==> config.mk <==
export PLATFORM = sky130hd
export DESIGN_NAME = dual_alarm_match
export DESIGN_NICKNAME = d
export VERILOG_FILES = /design/src/rtl/dual_alarm_pkg.sv /design/src/rtl/alarm_field_cmp.sv /design/src/rtl/alarm_unit.sv /design/src/rtl/irq_router.sv /design/src/rtl/dual_alarm_match.sv
export SDC_FILE = /design/constraint.sdc
export NUM_CORES = 1
export LEC_CHECK = 0
export BUFFER_PORTS_ARGS = -buffer_cell sky130_fd_sc_hd__buf_2
export CAP_MARGIN = 20
export CELL_PAD_IN_SITES_DETAIL_PLACEMENT = 1
export CELL_PAD_IN_SITES_GLOBAL_PLACEMENT = 2
export CORE_MARGIN = 2
export CORE_UTILIZATION = 14
export CTS_CLUSTER_DIAMETER = 150
export DETAILED_ROUTE_END_ITERATION = 16
export PLACE_DENSITY = 0.93
export SETUP_SLACK_MARGIN = 0.5
export SYNTH_ARGS = -nofsm -noshare
export SYNTH_HDL_FRONTEND = slang
export SYNTH_SLANG_ARGS = --single-unit
==> constraint.sdc <==
create_clock -name clk -period 3.5 [get_ports clk]
set_input_delay 0.175 -clock clk [delete_from_list [all_inputs] [get_ports clk]]
set_output_delay 0.175 -clock clk [all_outputs]
set_load 0.02 [all_outputs]
==> src/rtl/dual_alarm_pkg.sv <==
package dual_alarm_pkg;
  localparam int NUM_ALARMS = 2;
  localparam int NUM_FIELDS = 4;
  localparam int BYTE_W     = 8;

  typedef enum logic [1:0] {
    FLD_SEC  = 2'd0,
    FLD_MIN  = 2'd1,
    FLD_HOUR = 2'd2,
    FLD_DAY  = 2'd3
  } field_e;
endpackage

==> src/rtl/alarm_field_cmp.sv <==
module alarm_field_cmp #(
  parameter int W = 8
) (
  input  logic [W-1:0] alm_byte,
  input  logic [W-1:0] cur_byte,
  output logic         hit
);
  localparam int DC = W - 1;

  // the top bit of the stored byte turns this field into a wildcard
  always_comb begin
    hit = alm_byte[DC] | (alm_byte[DC-1:0] == cur_byte[DC-1:0]);
  end
endmodule

==> src/rtl/alarm_unit.sv <==
module alarm_unit #(
  parameter int W  = 8,
  parameter int NF = 4
) (
  input  logic          clk,
  input  logic          rst,
  input  logic          tick,
  input  logic [NF*W-1:0] alm_bytes,
  input  logic [NF*W-1:0] cur_bytes,
  input  logic          clr,
  input  logic          en,
  output logic          flag,
  output logic          req_nxt
);
  logic [NF-1:0] fld_hit;
  logic          all_hit;
  logic          set_now;
  logic          flag_nxt;

  genvar g;
  generate
    for (g = 0; g < NF; g++) begin : g_fld
      alarm_field_cmp #(.W(W)) u_cmp (
        .alm_byte (alm_bytes[g*W +: W]),
        .cur_byte (cur_bytes[g*W +: W]),
        .hit      (fld_hit[g])
      );
    end
  endgenerate

  always_comb begin
    all_hit  = &fld_hit;
    set_now  = tick & all_hit;
    // a set in the same cycle overrides any clear
    flag_nxt = set_now | (flag & ~clr);
    req_nxt  = flag_nxt & en;
  end

  always_ff @(posedge clk) begin
    if (rst) flag <= 1'b0;
    else     flag <= flag_nxt;
  end

  AST_SET_ON_MATCH: assert property (@(posedge clk) disable iff (rst)
    (tick && all_hit) |=> flag);
  AST_NO_SET_IDLE: assert property (@(posedge clk) disable iff (rst)
    (!tick && !flag) |=> !flag);
  AST_CLEAR_TAKES: assert property (@(posedge clk) disable iff (rst)
    (clr && !(tick && all_hit)) |=> !flag);
  AST_FLAG_HOLDS: assert property (@(posedge clk) disable iff (rst)
    (!tick && !clr && flag) |=> flag);
endmodule

==> src/rtl/irq_router.sv <==
module irq_router (
  input  logic       clk,
  input  logic       rst,
  input  logic [1:0] req,
  input  logic       route_split,
  output logic       irq0_n,
  output logic       irq1_n
);
  logic line0, line1;

  always_comb begin
    if (route_split) begin
      line0 = req[0];
      line1 = req[1];
    end else begin
      line0 = req[0] | req[1];
      line1 = 1'b0;
    end
  end

  always_ff @(posedge clk) begin
    if (rst) begin
      irq0_n <= 1'b1;
      irq1_n <= 1'b1;
    end else begin
      irq0_n <= ~line0;
      irq1_n <= ~line1;
    end
  end

  AST_IRQ0_FOLLOWS: assert property (@(posedge clk) disable iff (rst)
    req[0] |=> !irq0_n);
  AST_SHARED_IRQ1_IDLE: assert property (@(posedge clk) disable iff (rst)
    !route_split |=> irq1_n);
  AST_SPLIT_IRQ0_OWN: assert property (@(posedge clk) disable iff (rst)
    (route_split && !req[0]) |=> irq0_n);
  AST_SPLIT_IRQ1_OWN: assert property (@(posedge clk) disable iff (rst)
    (route_split && req[1]) |=> !irq1_n);
endmodule

==> src/rtl/dual_alarm_match.sv <==
module dual_alarm_match
  import dual_alarm_pkg::*;
#(
  parameter int W  = BYTE_W,
  parameter int NF = NUM_FIELDS
) (
  input  logic            clk,
  input  logic            rst,
  input  logic            tick,
  input  logic [NF*W-1:0] cur_time,
  input  logic [NF*W-1:0] alarm0_cfg,
  input  logic [NF*W-1:0] alarm1_cfg,
  input  logic [1:0]      irq_en,
  input  logic            route_split,
  input  logic            stat_wr,
  input  logic [1:0]      stat_wdata,
  input  logic [1:0]      alarm_rd,
  output logic [1:0]      flags,
  output logic            irq0_n,
  output logic            irq1_n
);
  localparam int WORD_W = NF * W;

  logic [WORD_W-1:0] cfg [NUM_ALARMS];
  logic [1:0] clr;
  logic [1:0] req_nxt;

  always_comb begin
    cfg[0] = alarm0_cfg;
    cfg[1] = alarm1_cfg;
  end

  genvar a;
  generate
    for (a = 0; a < NUM_ALARMS; a++) begin : g_alm
      always_comb clr[a] = alarm_rd[a] | (stat_wr & ~stat_wdata[a]);

      alarm_unit #(.W(W), .NF(NF)) u_unit (
        .clk       (clk),
        .rst       (rst),
        .tick      (tick),
        .alm_bytes (cfg[a]),
        .cur_bytes (cur_time),
        .clr       (clr[a]),
        .en        (irq_en[a]),
        .flag      (flags[a]),
        .req_nxt   (req_nxt[a])
      );
    end
  endgenerate

  irq_router u_route (
    .clk         (clk),
    .rst         (rst),
    .req         (req_nxt),
    .route_split (route_split),
    .irq0_n      (irq0_n),
    .irq1_n      (irq1_n)
  );

  AST_READ_CLEARS: assert property (@(posedge clk) disable iff (rst)
    (alarm_rd[0] && !tick) |=> !flags[0]);
  AST_STATUS_WRITE: assert property (@(posedge clk) disable iff (rst)
    (stat_wr && !stat_wdata[1] && !tick) |=> !flags[1]);
  AST_SET_WINS: assert property (@(posedge clk) disable iff (rst)
    (tick && alarm_rd[0] && cur_time[6:0] == alarm0_cfg[6:0]
      && cur_time[14:8] == alarm0_cfg[14:8]
      && cur_time[22:16] == alarm0_cfg[22:16]
      && cur_time[30:24] == alarm0_cfg[30:24]) |=> flags[0]);
  AST_IRQ_ENABLE_DROP: assert property (@(posedge clk) disable iff (rst)
    (route_split && !irq_en[1]) |=> irq1_n);
endmodule

Word level (Yosys, flattened, before mapping)
Cells that the tools add are included.
{"block": "classes", "mux": 2, "n_bitwise": 27, "n_eq_ne": 8, "n_reduce_logical": 2}
{"cell": "$eq A7 B7 Y1", "count": 8}
{"cell": "$or A1 B1 Y1", "count": 13}
{"cell": "$and A1 B1 Y1", "count": 8}
{"cell": "$reduce_and A4 Y1", "count": 2}
{"cell": "$not A1 Y1", "count": 6}
{"cell": "$mux W1", "count": 2}
{"block": "word_totals", "regBits": 4, "inputBits": 107, "wordCells": 43, "out_inout_bits": 4}

Logic depth before layout (Yosys ltp)
{"block": "depth", "ltp_word": 10, "depth_mapped": 6, "ltp_nobuf": 6}

Hierarchy
Synthesis repeated with hierarchy kept, for this count alone.
{"block": "hier_totals", "cells_unflattened": 97, "hier_area_um2": 833.3}
{"module": "alarm_field_cmp", "cells_per_inst": 9, "n_inst": 8, "seq_area_each_um2": 0.0, "area_per_inst_um2": 77.6}
{"module": "alarm_unit", "cells_per_inst": 8, "n_inst": 2, "seq_area_each_um2": 20.0, "area_per_inst_um2": 62.6}
{"module": "irq_router", "cells_per_inst": 5, "n_inst": 1, "seq_area_each_um2": 40.0, "area_per_inst_um2": 65.1}
{"module": "dual_alarm_match", "cells_per_inst": 4, "n_inst": 1, "seq_area_each_um2": 0.0, "area_per_inst_um2": 22.5}

Worst setup path after synthesis
Ideal clock, no wire load.
{"block": "synth_timing", "path_kind": "input-to-reg", "from": "input port cur_time[21]", "to": "register u_route.irq0_n", "stages": 6, "required_time_ps": 3373, "arrival_time_ps": 1467, "path_slack_ps": 1906, "path_cell_list": "xor2_1 nor4_2 a41oi_1 or4_1 a21oi_2 a32oi_1"}
{"block": "synth_between", "elab_chain_len": 9, "word_cells_on_any_way": 15, "classes_between": "eq/ne (2); mux (1); bitwise (10); reduce/logical (2)"}
{"element": "start: declaration", "line_no": "dual_alarm_match.sv:10", "text": "input logic [NF*W-1:0] cur_time,"}
{"element": "$eq A7 B7 Y1", "line_no": "alarm_field_cmp.sv:12", "text": "hit = alm_byte[DC] | (alm_byte[DC-1:0] == cur_byte[DC-1:0]);"}
{"element": "$or A1 B1 Y1", "line_no": "alarm_field_cmp.sv:12"}
{"element": "$reduce_and A4 Y1", "line_no": "alarm_unit.sv:32", "text": "all_hit = &fld_hit;"}
{"element": "$and A1 B1 Y1", "line_no": "alarm_unit.sv:33", "text": "set_now = tick & all_hit;"}
{"element": "$or A1 B1 Y1", "line_no": "alarm_unit.sv:35", "text": "flag_nxt = set_now | (flag & ~clr);"}
{"element": "$and A1 B1 Y1", "line_no": "alarm_unit.sv:36", "text": "req_nxt = flag_nxt & en;"}
{"element": "$or A1 B1 Y1", "line_no": "irq_router.sv:16", "text": "line0 = req[0] | req[1];"}
{"element": "$mux W1 *", "line_no": "irq_router.sv:12", "text": "if (route_split) begin"}
{"element": "$not A1 Y1 *", "line_no": "irq_router.sv:26", "text": "irq0_n <= ~line0;"}
{"element": "end signal: assignment", "line_no": "irq_router.sv:26"}
{"element": "end: declaration", "line_no": "irq_router.sv:6", "text": "output logic irq0_n,"}
Mark *: on every way between the ends. The rest lies on a longest branch, timed or not.
A chain may end at the register's enable or synchronous reset.

Worst setup path after layout
{"block": "layout_timing", "from": "input port cur_time[29]", "to": "register u_route.irq0_n"}
Same word-level chain as after synthesis.

==> run summary <==
Across all layers, the routed design uses 1,079 vias. After synthesis the netlist holds a flip-flop and latch count of 4. The iteration-0 DRC count of the detailed router came out at 9. The pre-antenna-repair detailed-routing pass consisted of 2 iterations. The number of primary I/O pins came out at 111. The post-cts gate resize count came out at 0. The fraction of the cycle the final worst path needs is 48.8%.

STA classifies the critical path startpoint as a primary input. The relative slew slack came out at 77.9%. The number of core rows is 27. The critical path is of the in2reg type.

Once detailed placement completed, the half-perimeter wirelength came to 3070 um. The area of the mapped netlist came out at 801 um^2. The synthesized netlist contains 17 unique library cells. The total CTS buffers is 3. The number of DRC violations after detailed routing is 0. The total power is 0.279 mW. The slew of the pin with the lowest slew margin is 0.329 ns.

The routed design has 3190 um of wire. The via count normalized by instance count came out at 4.00. The minimum setup slack after placement came out at 1.51 ns. The startpoint identified for the worst register-to-register timing path is g_alm[1].u_unit.flag$_SDFF_PP0_. Clock tree synthesis selected as its root buffer the cell sky130_fd_sc_hd__clkbuf_8. The peak ir drop on the vdd network is 0.0959 mV. The maximum fanout encountered on the critical timing path is 3.

The share of the core filled with cells in the final layout is 26.3%. For flop-to-flop paths, the worst setup slack is 2.64 ns. The post-synthesis average cell area came out at 8.80 um^2. The highest attainable clock frequency came out at 585 MHz. On the critical path the largest part of the delay comes from simple AND/OR/NAND/NOR gates. Setup repair after global routing left no endpoint under its margin. The number of antenna-violating nets in the routed design is 0.

The worst endpoint data arrival time is 1.80 ns. In this run the horizontal extent of the chip is 79.6 um. The tool flagged a number of max-cap violations equal to 0.

The stage delay of the slowest cell on the critical path is 0.52 ns. The clock drives 4 sinks. The clock period minus worst slack is 1.71 ns. The area overhead of the layout relative to synthesis came out at 80.8%. For hold timing, the worst endpoint is u_route.irq0_n$_SDFF_PP1_. At the end of the flow, the number of nets in the layout was 307. The final routed wire length divided by cell count came out at 11.8 um. The post-route clock skew is 0.000251 ns. Ranked by total cell area, the synthesized netlist is headed by sky130_fd_sc_hd__xor2_1 (35%), sky130_fd_sc_hd__xnor2_1 (26%), sky130_fd_sc_hd__dfxtp_1 (10%). The global-route wire length before repair is 5070 um. The worst reg2reg path endpoint is u_route.irq0_n$_SDFF_PP1_. The clock latency of the later-clocked register in the worst-skew pair came out at 0.21 ns. The yosys synthesis warning count came out at 0. In the final layout, the share of cells above drive strength 1 is 56.1%.

Counting both buffers and inverters, the worst setup path holds a total of 1. In this run the most critical hold path is launched from irq_en[0]. The global-route total usage across every layer is 10.1%. The worst hold path belongs to the class in2reg. The final worst-path setup slack came out at 1.79 ns. Clock-pin slew was measured on the worst setup and hold paths at 0.03 ns. The via count of the first global-routing pass came out at 1,211. The number of input and output port buffers inserted is 106.

The cell with the biggest individual delay on the critical path is sky130_fd_sc_hd__or4_1. The number of filler cells placed in the layout is 714. The maximum level of the CTS H-tree is 1. sky130_fd_sc_hd__xor2_1 takes more of the synthesized area than any other cell. The synthesized netlist net count is 198.

The total overflow left after global routing is 0. The total of endpoints with negative setup slack in the final report is 0. The number of hold violations in the final report came out at 0. The initial utilization of the core area, before any placement, comes to 14.5%. The top-area cell type share of the netlist area came out at 35.0%. The flow ran to the end, and the final reports show no timing, DRC or antenna violations. The floorplan die height is 79.6 um.

The worst hold slack after final layout is 0.137 ns. The required time reported for the critical path endpoint is 3.59 ns. The depth of the worst hold-timing path is 2. The power per cell area is 193 nW/um^2. Synthesis produced 91 cells. The signal on the critical path passes through buf_2, xor2_1, nor4_1, a41oi_1, or4_1, a21oi_2, a32oi_1. The total area of sequential cells is 80.1 um^2. The area of the multi-input gates came out at 702 um^2. The sequential share of the synthesized area came out at 10.0%. Entering global routing, the biggest net connects 5 pins. The post-CTS setup-driven buffer insertion count is 0.

The initial antenna violation count is 0. The critical path endpoint category is a flip-flop. The longest clock path from root to sink contains 2 buffers.

The accumulated negative setup slack came out at 0 ns. The total of hold buffers inserted after clock tree synthesis is 0. For this design the static power due to leakage is 0.696 nW. The area of the core came out at 5510 um^2. The final number of max-transition violations is 0. The die covers 6340 um^2. The number of cells traversed by the worst register-to-register path is 3. The total inserted antenna cells came out at 0. TritonCTS built the clock tree.

The global placer's final weighted congestion is 0.661.
## Yosys cell counts (all sizes together)
cell,count
a21oi,2
a22oi,2
a32oi,1
a41oi,6
and4,2
buf,2
dfxtp,4
inv,1
nand2b,2
nand3,1
nand3b,2
nor4,8
or4,2
xnor2,24
xor2,32
## layer usage
layer	wire length [um]	part of all wire [%]	vias to the layer above	track usage [%]
li1	-	-	539	-
met1	1040	33	490	10.0
met2	1890	59	48	20.9
met3	228	7.2	2	1.47
met4	25	0.78	0	3.10
met5	0	0	-	0
## stage by stage
step / std cells / area [um^2]
CTS: 270 / 1450
detailed placement: 267 / 1410
finish: 270 / 1450
global placement: 267 / 1410
global route: 270 / 1450
floorplan: 91 / 801
## area by class of cell
class,instances,share of cell area [%]
inverter,1,0.259
clock buffer,3,2.85
timing repair buffer,106,36.6
tap,72,6.22
multi-input combinational,84,48.5
sequential,4,5.53
## registers in the layout, indices dropped and copies added (netlist names)
register / cells
u_route.irq1_n: 1
u_route.irq0_n: 1
g_alm.u_unit.flag: 2
## cell families (layout without fill, tap and decap cells)
family                    Yosys count  in the layout  share of synthesized area (%)
AOI/OAI and AO/OA                  11             11                           11.2
buffers and inverters               3            110                           2.34
xor gates and xnor gates           56             56                           61.2
and+or+nand+nor                    17             17                           15.2
DFF                                 4              4                           10.0
## cell usage in the layout (no fill, tap or decap)
cell type,netlist,final
sky130_fd_sc_hd__buf_2,0,106
sky130_fd_sc_hd__clkbuf_8,0,3
sky130_fd_sc_hd__a21oi_2,1,1
sky130_fd_sc_hd__a41oi_1,6,6
sky130_fd_sc_hd__and4_1,2,2
sky130_fd_sc_hd__xnor2_1,24,24
sky130_fd_sc_hd__xor2_1,32,32
sky130_fd_sc_hd__inv_1,1,1
sky130_fd_sc_hd__a32oi_1,1,1
sky130_fd_sc_hd__nand3b_1,2,2
sky130_fd_sc_hd__dfxtp_1,4,4
sky130_fd_sc_hd__or4_1,2,2
sky130_fd_sc_hd__nor4_1,7,7
sky130_fd_sc_hd__a22oi_1,2,2
sky130_fd_sc_hd__nor4_2,1,1
sky130_fd_sc_hd__a21oi_1,1,1
sky130_fd_sc_hd__nand3_1,1,1
sky130_fd_sc_hd__nand2b_1,2,2
## worst register-to-register path, delay by kind of cell, from the launching register on
family / cells / cell delay (ns)
simple gates: 1 / 0.10
flops: 1 / 0.32
compound gates: 2 / 0.32
## power by group
group | switching (mW) | internal [mW]
Clock | 0.0214 | 0.0731
Sequential | 0.000200 | 0.0465
Combinational | 0.0578 | 0.0802
Total | 0.0794 | 0.200
## worst max-delay path by stage
stage / from / slack [ns] / depth (start not counted) / end
floorplan: cur_time[21] / 1.91 / 6 / u_route.irq0_n$_SDFF_PP1_
global placement: cur_time[29] / 1.51 / 7 / u_route.irq0_n$_SDFF_PP1_
detailed placement: cur_time[29] / 1.51 / 7 / u_route.irq0_n$_SDFF_PP1_
CTS: cur_time[29] / 1.74 / 7 / u_route.irq0_n$_SDFF_PP1_
global route: cur_time[29] / 1.64 / 7 / u_route.irq0_n$_SDFF_PP1_
finish: cur_time[29] / 1.79 / 7 / u_route.irq0_n$_SDFF_PP1_
Power figures use the tool's default switching activity.
